**config.mk**
```make
export PLATFORM = sky130hd
export DESIGN_NAME = irq_flag_ctrl
export DESIGN_NICKNAME = d
export VERILOG_FILES = /design/src/rtl/irq_ctl_pkg.sv /design/src/rtl/irq_flag_bit.sv /design/src/rtl/irq_flag_bank.sv /design/src/rtl/irq_enable_reg.sv /design/src/rtl/irq_request_gen.sv /design/src/rtl/irq_flag_ctrl.sv
export SDC_FILE = /design/constraint.sdc
export NUM_CORES = 1
export LEC_CHECK = 0
export ABC_AREA = 1
export CAP_MARGIN = 20
export CORE_UTILIZATION = 35
export CTS_BUF_LIST = sky130_fd_sc_hd__clkbuf_8
export CTS_CLUSTER_DIAMETER = 30
export DETAILED_ROUTE_END_ITERATION = 8
export MAX_ROUTING_LAYER = met4
export PLACE_DENSITY = 0.67
export SYNTH_ARGS = -nofsm -noshare
export SYNTH_HDL_FRONTEND = slang
export SYNTH_SLANG_ARGS = --single-unit
```
**constraint.sdc**
```tcl
create_clock -name clk -period 2 [get_ports clk]
set_input_delay 0.3 -clock clk [delete_from_list [all_inputs] [get_ports clk]]
set_output_delay 0.3 -clock clk [all_outputs]
set_load 0.02 [all_outputs]
```
**src/rtl/irq_ctl_pkg.sv**
```systemverilog
// Shared parameters and helpers for the interrupt flag and enable controller.
// Assumes the request bit occupies the top bit of the data byte.
package irq_ctl_pkg;

    localparam int unsigned SRC_COUNT   = 7;
    localparam int unsigned BUS_DATA_W  = 8;
    localparam int unsigned BUS_ADDR_W  = 4;
    localparam logic [BUS_ADDR_W-1:0] ADDR_FLAGS  = 4'hD;
    localparam logic [BUS_ADDR_W-1:0] ADDR_ENABLE = 4'hE;

    // Direction chosen by the top bit of an enable write.
    typedef enum logic {
        EN_CLEAR = 1'b0,
        EN_SET   = 1'b1
    } en_dir_e;

endpackage

```
**src/rtl/irq_flag_bit.sv**
```systemverilog
// One interrupt flag cell.
// The set input wins over both clear inputs in the same cycle.
// Assumes all inputs are synchronous one-cycle pulses.
module irq_flag_bit (
    input  logic clk,
    input  logic rst_n,
    input  logic set_i,
    input  logic side_clr_i,
    input  logic bus_clr_i,
    output logic flag_o
);

    // Hold the flag: set has priority, then either clear source.
    always_ff @(posedge clk) begin
        if (!rst_n)
            flag_o <= 1'b0;
        else if (set_i)
            flag_o <= 1'b1;
        else if (side_clr_i || bus_clr_i)
            flag_o <= 1'b0;
    end

endmodule

```
**src/rtl/irq_flag_bank.sv**
```systemverilog
// Bank of interrupt flags, one cell per source.
// Decodes processor writes that acknowledge flags.
// Assumes the write strobe lasts one cycle per access.
module irq_flag_bank #(
    parameter int unsigned NUM_SRC   = 7,
    parameter int unsigned DATA_W    = 8,
    parameter int unsigned ADDR_W    = 4,
    parameter logic [ADDR_W-1:0] FLAG_ADDR = 4'hD
) (
    input  logic               clk,
    input  logic               rst_n,
    input  logic [NUM_SRC-1:0] set_i,
    input  logic [NUM_SRC-1:0] side_clr_i,
    input  logic [ADDR_W-1:0]  addr_i,
    input  logic               wr_i,
    input  logic [DATA_W-1:0]  wdata_i,
    output logic [NUM_SRC-1:0] flags_o
);

    logic               hit;
    logic [NUM_SRC-1:0] bus_clr;

    // Form the per-bit acknowledge mask for a flag-register write.
    always_comb begin
        hit     = wr_i && (addr_i == FLAG_ADDR);
        bus_clr = hit ? wdata_i[NUM_SRC-1:0] : '0;
    end

    for (genvar i = 0; i < NUM_SRC; i++) begin : g_cell
        irq_flag_bit u_cell (
            .clk        (clk),
            .rst_n      (rst_n),
            .set_i      (set_i[i]),
            .side_clr_i (side_clr_i[i]),
            .bus_clr_i  (bus_clr[i]),
            .flag_o     (flags_o[i])
        );
    end

endmodule

```
**src/rtl/irq_enable_reg.sv**
```systemverilog
// Enable mask register.
// A single write sets or clears the marked bits, and the write's top bit
// selects which. Assumes one-cycle write strobes.
module irq_enable_reg
    import irq_ctl_pkg::*;
#(
    parameter int unsigned NUM_SRC  = 7,
    parameter int unsigned DATA_W   = 8,
    parameter int unsigned ADDR_W   = 4,
    parameter logic [ADDR_W-1:0] EN_ADDR = 4'hE
) (
    input  logic               clk,
    input  logic               rst_n,
    input  logic [ADDR_W-1:0]  addr_i,
    input  logic               wr_i,
    input  logic [DATA_W-1:0]  wdata_i,
    output logic [NUM_SRC-1:0] enable_o
);

    en_dir_e            dir;
    logic [NUM_SRC-1:0] mark;

    // Split a write into its direction and its bit mask.
    always_comb begin
        dir  = en_dir_e'(wdata_i[DATA_W-1]);
        mark = wdata_i[NUM_SRC-1:0];
    end

    // Apply an enable write in the chosen direction.
    always_ff @(posedge clk) begin
        if (!rst_n)
            enable_o <= '0;
        else if (wr_i && (addr_i == EN_ADDR)) begin
            if (dir == EN_SET)
                enable_o <= enable_o | mark;
            else
                enable_o <= enable_o & ~mark;
        end
    end

endmodule

```
**src/rtl/irq_request_gen.sv**
```systemverilog
// Masks the flags and registers the request line.
// Also produces a one-cycle strobe whenever the registered request changes.
module irq_request_gen #(
    parameter int unsigned NUM_SRC = 7
) (
    input  logic               clk,
    input  logic               rst_n,
    input  logic [NUM_SRC-1:0] flags_i,
    input  logic [NUM_SRC-1:0] enable_i,
    output logic               req_o,
    output logic               changed_o
);

    logic req_next;

    // Any enabled, pending source requests service.
    always_comb req_next = |(flags_i & enable_i);

    // Register the request and flag its transitions.
    always_ff @(posedge clk) begin
        if (!rst_n) begin
            req_o     <= 1'b0;
            changed_o <= 1'b0;
        end else begin
            req_o     <= req_next;
            changed_o <= (req_next != req_o);
        end
    end

endmodule

```
**src/rtl/irq_flag_ctrl.sv**
```systemverilog
// Top level of the interrupt flag and enable controller.
// Combines the flag bank, the enable register and the request generator,
// and multiplexes the read data. Reads have no side effects.
// Assumes NUM_SRC < DATA_W so the request fits in the top data bit.
module irq_flag_ctrl
    import irq_ctl_pkg::*;
#(
    parameter int unsigned NUM_SRC   = SRC_COUNT,
    parameter int unsigned DATA_W    = BUS_DATA_W,
    parameter int unsigned ADDR_W    = BUS_ADDR_W,
    parameter logic [ADDR_W-1:0] FLAG_ADDR = ADDR_FLAGS,
    parameter logic [ADDR_W-1:0] EN_ADDR   = ADDR_ENABLE
) (
    input  logic               clk,
    input  logic               rst_n,
    input  logic [NUM_SRC-1:0] src_set,
    input  logic [NUM_SRC-1:0] src_clr,
    input  logic [ADDR_W-1:0]  bus_addr,
    input  logic               bus_wr,
    input  logic [DATA_W-1:0]  bus_wdata,
    output logic [DATA_W-1:0]  bus_rdata,
    output logic               irq_req,
    output logic               irq_changed
);

    localparam int unsigned STATUS_BIT = DATA_W - 1;

    logic [NUM_SRC-1:0] flag_q;
    logic [NUM_SRC-1:0] en_q;

    irq_flag_bank #(
        .NUM_SRC   (NUM_SRC),
        .DATA_W    (DATA_W),
        .ADDR_W    (ADDR_W),
        .FLAG_ADDR (FLAG_ADDR)
    ) u_flags (
        .clk        (clk),
        .rst_n      (rst_n),
        .set_i      (src_set),
        .side_clr_i (src_clr),
        .addr_i     (bus_addr),
        .wr_i       (bus_wr),
        .wdata_i    (bus_wdata),
        .flags_o    (flag_q)
    );

    irq_enable_reg #(
        .NUM_SRC (NUM_SRC),
        .DATA_W  (DATA_W),
        .ADDR_W  (ADDR_W),
        .EN_ADDR (EN_ADDR)
    ) u_enable (
        .clk      (clk),
        .rst_n    (rst_n),
        .addr_i   (bus_addr),
        .wr_i     (bus_wr),
        .wdata_i  (bus_wdata),
        .enable_o (en_q)
    );

    irq_request_gen #(
        .NUM_SRC (NUM_SRC)
    ) u_req (
        .clk       (clk),
        .rst_n     (rst_n),
        .flags_i   (flag_q),
        .enable_i  (en_q),
        .req_o     (irq_req),
        .changed_o (irq_changed)
    );

    // Read mux: flags with live request status, enables with top bit forced.
    always_comb begin
        bus_rdata = '0;
        if (bus_addr == FLAG_ADDR) begin
            bus_rdata[NUM_SRC-1:0] = flag_q;
            bus_rdata[STATUS_BIT]  = irq_req;
        end else if (bus_addr == EN_ADDR) begin
            bus_rdata[NUM_SRC-1:0] = en_q;
            bus_rdata[STATUS_BIT]  = 1'b1;
        end
    end

endmodule

```
==> out/metrics.csv <==
metric,value,unit
rr_worst_depth,6,
synth_ff_type,dfxtp_1,
crit_path_start_kind,input pin,
cp_max_fo,8,
area_growth,55.6,%
fin_ws,0.0829,ns
synth_top_family_by_area,simple AND/OR/NAND/NOR gates,
worstPathArrival,1.62,ns
slew_headroom,65.1,%
htreeDepth,1,
syn-num-nets,168,
synth_compound_area_share,11.0,%
powerDensity,563,nW/um2
synth_fa_ha_area_share,0,%
synthSimpleGateAreaFrac,37.8,%
yosysUniqueCellTypes,12,
skew,0.00215,ns
synth_most_common_cell,nand2_1,
setup-violations-final,0,
hold_ws,0.542,ns
grt_max_degree,15,
stdcell_count,210,
routed_wl,2.40,mm
p_total,0.745,mW
synth_area_leaders,"dfxtp_1 38%, nand2_1 15%, inv_1 11%",
cts_sinks,16,
rsz0062_at_grt,false,
final_nets,212,
clk_pin_slew,0.07,ns
required,1.70,ns
syn_avg_cell_area,6.12,um2
drive_gt1_share,6.59,%
netlist_area,851,um2
timing.rr.end,u_req.changed_o,
route.met3.wl,113,um
grt_remaining_overflow,0,
fmax,0.522,GHz
critPathTopFamily,buffers and inverters,
grt_pass1_vias,903,
synth-seq-area-share,37.6,%
pre_cts_slack,-0.200,ns
grt_first_pass_wirelength,3.84,mm
holdPathStages,4,
cts_buffer_depth,2,
hpwl,1.80,mm
yosys-top-cells-count,"34 x nand2_1, 26 x inv_1, 24 x nor2_1",
synth-edff-count,0,
grt_usage,20.3,%
dieArea,2630,um2
critPathKind,in2out,
boundaryPins,39,
synthCells,139,
met1Wirelength,1.07,mm
die_x,51.3,um
synthMuxAreaShare,0,%
die_h,51.3,um
tightest_slew,0.522,ns
ir_worst_vdd,337,uV
path_cells,clkdlybuf4s50_1 -> nand2_2 -> nor2_4 -> inv_2 -> o22ai_1 -> dlygate4sd2_1,
hold_viol,0,
synth_top_cell_area_share,37.6,%
cts_tree,yes,
wl_per_cell,11.4,um
rr_startpoint,u_flags.g_cell[2].u_cell.flag_o,
initial_core_util,37.7,%
worstPathBufferInverterCount,3,
status,"complete, no violations",
hold_path_class,reg2reg,
cap_violations,0,
wl_met2,1.20,mm
drc,0,
num_vias,995,
yosys.area.top_type,dfxtp_1,
io_buffers,38,
antenna_cells,0,
finalCritPeriodShare,95.9,%
insertion_delay,0.24,ns
highest_layer,met4,
viasPerCell,4.74,
ant_nets,0,
critPathSlowestCell,clkdlybuf4s50_1,
antenna_found_initial,0,
drv_slew,0,
gp_congestion,0.839,
min_period,1.92,ns
worstSetupEndpointType,output port,
ys_ff_latch,16,
cts_buffers,3,
root_buffer,clkbuf_8,
core_area,2250,um2
drtIter0Drc,16,
firstDrtPassIters,4,
async_flop_share,0,%
yosys_warnings,0,
fp-row-count,17,
reg2reg_slack,1.08,ns
synth_xor_area_share,0,%
cp_slowest_stage_delay,0.47,ns
dp.cells,206,
power_leakage,0.642,nW
-- power by group --
part	internal, mW	leakage (nW)	switching, mW
registers	0.331	0.131	0.00567
logic	0.0690	0.482	0.0555
clock network	0.174	0.0288	0.110
total	0.574	0.642	0.171
-- worst reg2reg max path: cells and delay by family (launching register included) --
family / cells / cell delay, ns
simple gates: 6 / 0.50
flops: 1 / 0.31
-- through the flow --
stage | setup TNS (ns) | utilization [%] | cell area (um2)
finish | 0 | 58.7 | 1320
global route | 0 | 58.7 | 1320
CTS | 0 | 58.7 | 1320
detailed placement | -1.39 | 56.7 | 1280
global placement | -1.22 | 56.7 | 1280
floorplan | 0 | - | 851
-- layer usage --
layer | GRT usage, % | vias up
met3 | 3.57 | 2
met2 | 35.1 | 25
met1 | 23.4 | 453
li1 | - | 515
met5 | - | -
met4 | 7.66 | 0
-- layout make-up --
type,instances,area [um2]
fillers,225,931
flip-flops and latches,16,320
multi-input cells,93,415
clock buffers,4,55.1
repair buffers,41,393
inverters,28,105
well taps,28,35.0
-- cell usage in the layout, fill, tap and decap left out --
| master | netlist | layout |
|---|---|---|
| nor2_4 | 2 | 2 |
| dlygate4sd2_1 | 0 | 8 |
| nor2_1 | 24 | 24 |
| inv_2 | 2 | 2 |
| nand2_2 | 1 | 1 |
| dfxtp_1 | 16 | 16 |
| o21ai_1 | 1 | 1 |
| clkbuf_8 | 0 | 4 |
| o22ai_1 | 7 | 7 |
| a21oi_1 | 9 | 9 |
| nand3_1 | 15 | 15 |
| buf_4 | 0 | 3 |
| inv_1 | 26 | 26 |
| nand2_1 | 34 | 34 |
| clkdlybuf4s50_1 | 0 | 30 |
-- repair_timing --
| action | in CTS | in global routing |
|---|---|---|
| hold buffers | 0 | 0 |
| buffers inserted | 0 | 0 |
| endpoints found under the setup margin | 8 | 0 |
| resized for setup | 8 | 0 |
-- cells by family (layout without fill, tap and decap cells) --
group                  count (synthesis)  after routing
buffers and inverters                 30             73
flip-flops                            16             16
AND/OR/NAND/NOR                       76             76
AO/OA/AOI/OAI                         17             17
-- worst max-delay path by stage --
| stage | startpoint | endpoint | slack, ns | cells past startpoint |
|---|---|---|---|---|
| finish | bus_addr[2] | bus_rdata[4] | 0.08 | 6 |
| global route | bus_addr[1] | bus_rdata[2] | 0.03 | 6 |
| CTS | bus_addr[2] | bus_rdata[4] | 0.09 | 6 |
| detailed placement | bus_addr[3] | bus_rdata[4] | -0.20 | 6 |
| global placement | bus_addr[2] | bus_rdata[6] | -0.18 | 6 |
| floorplan | bus_addr[1] | bus_rdata[3] | 0.69 | 5 |
(Power assumes the default switching activity.)
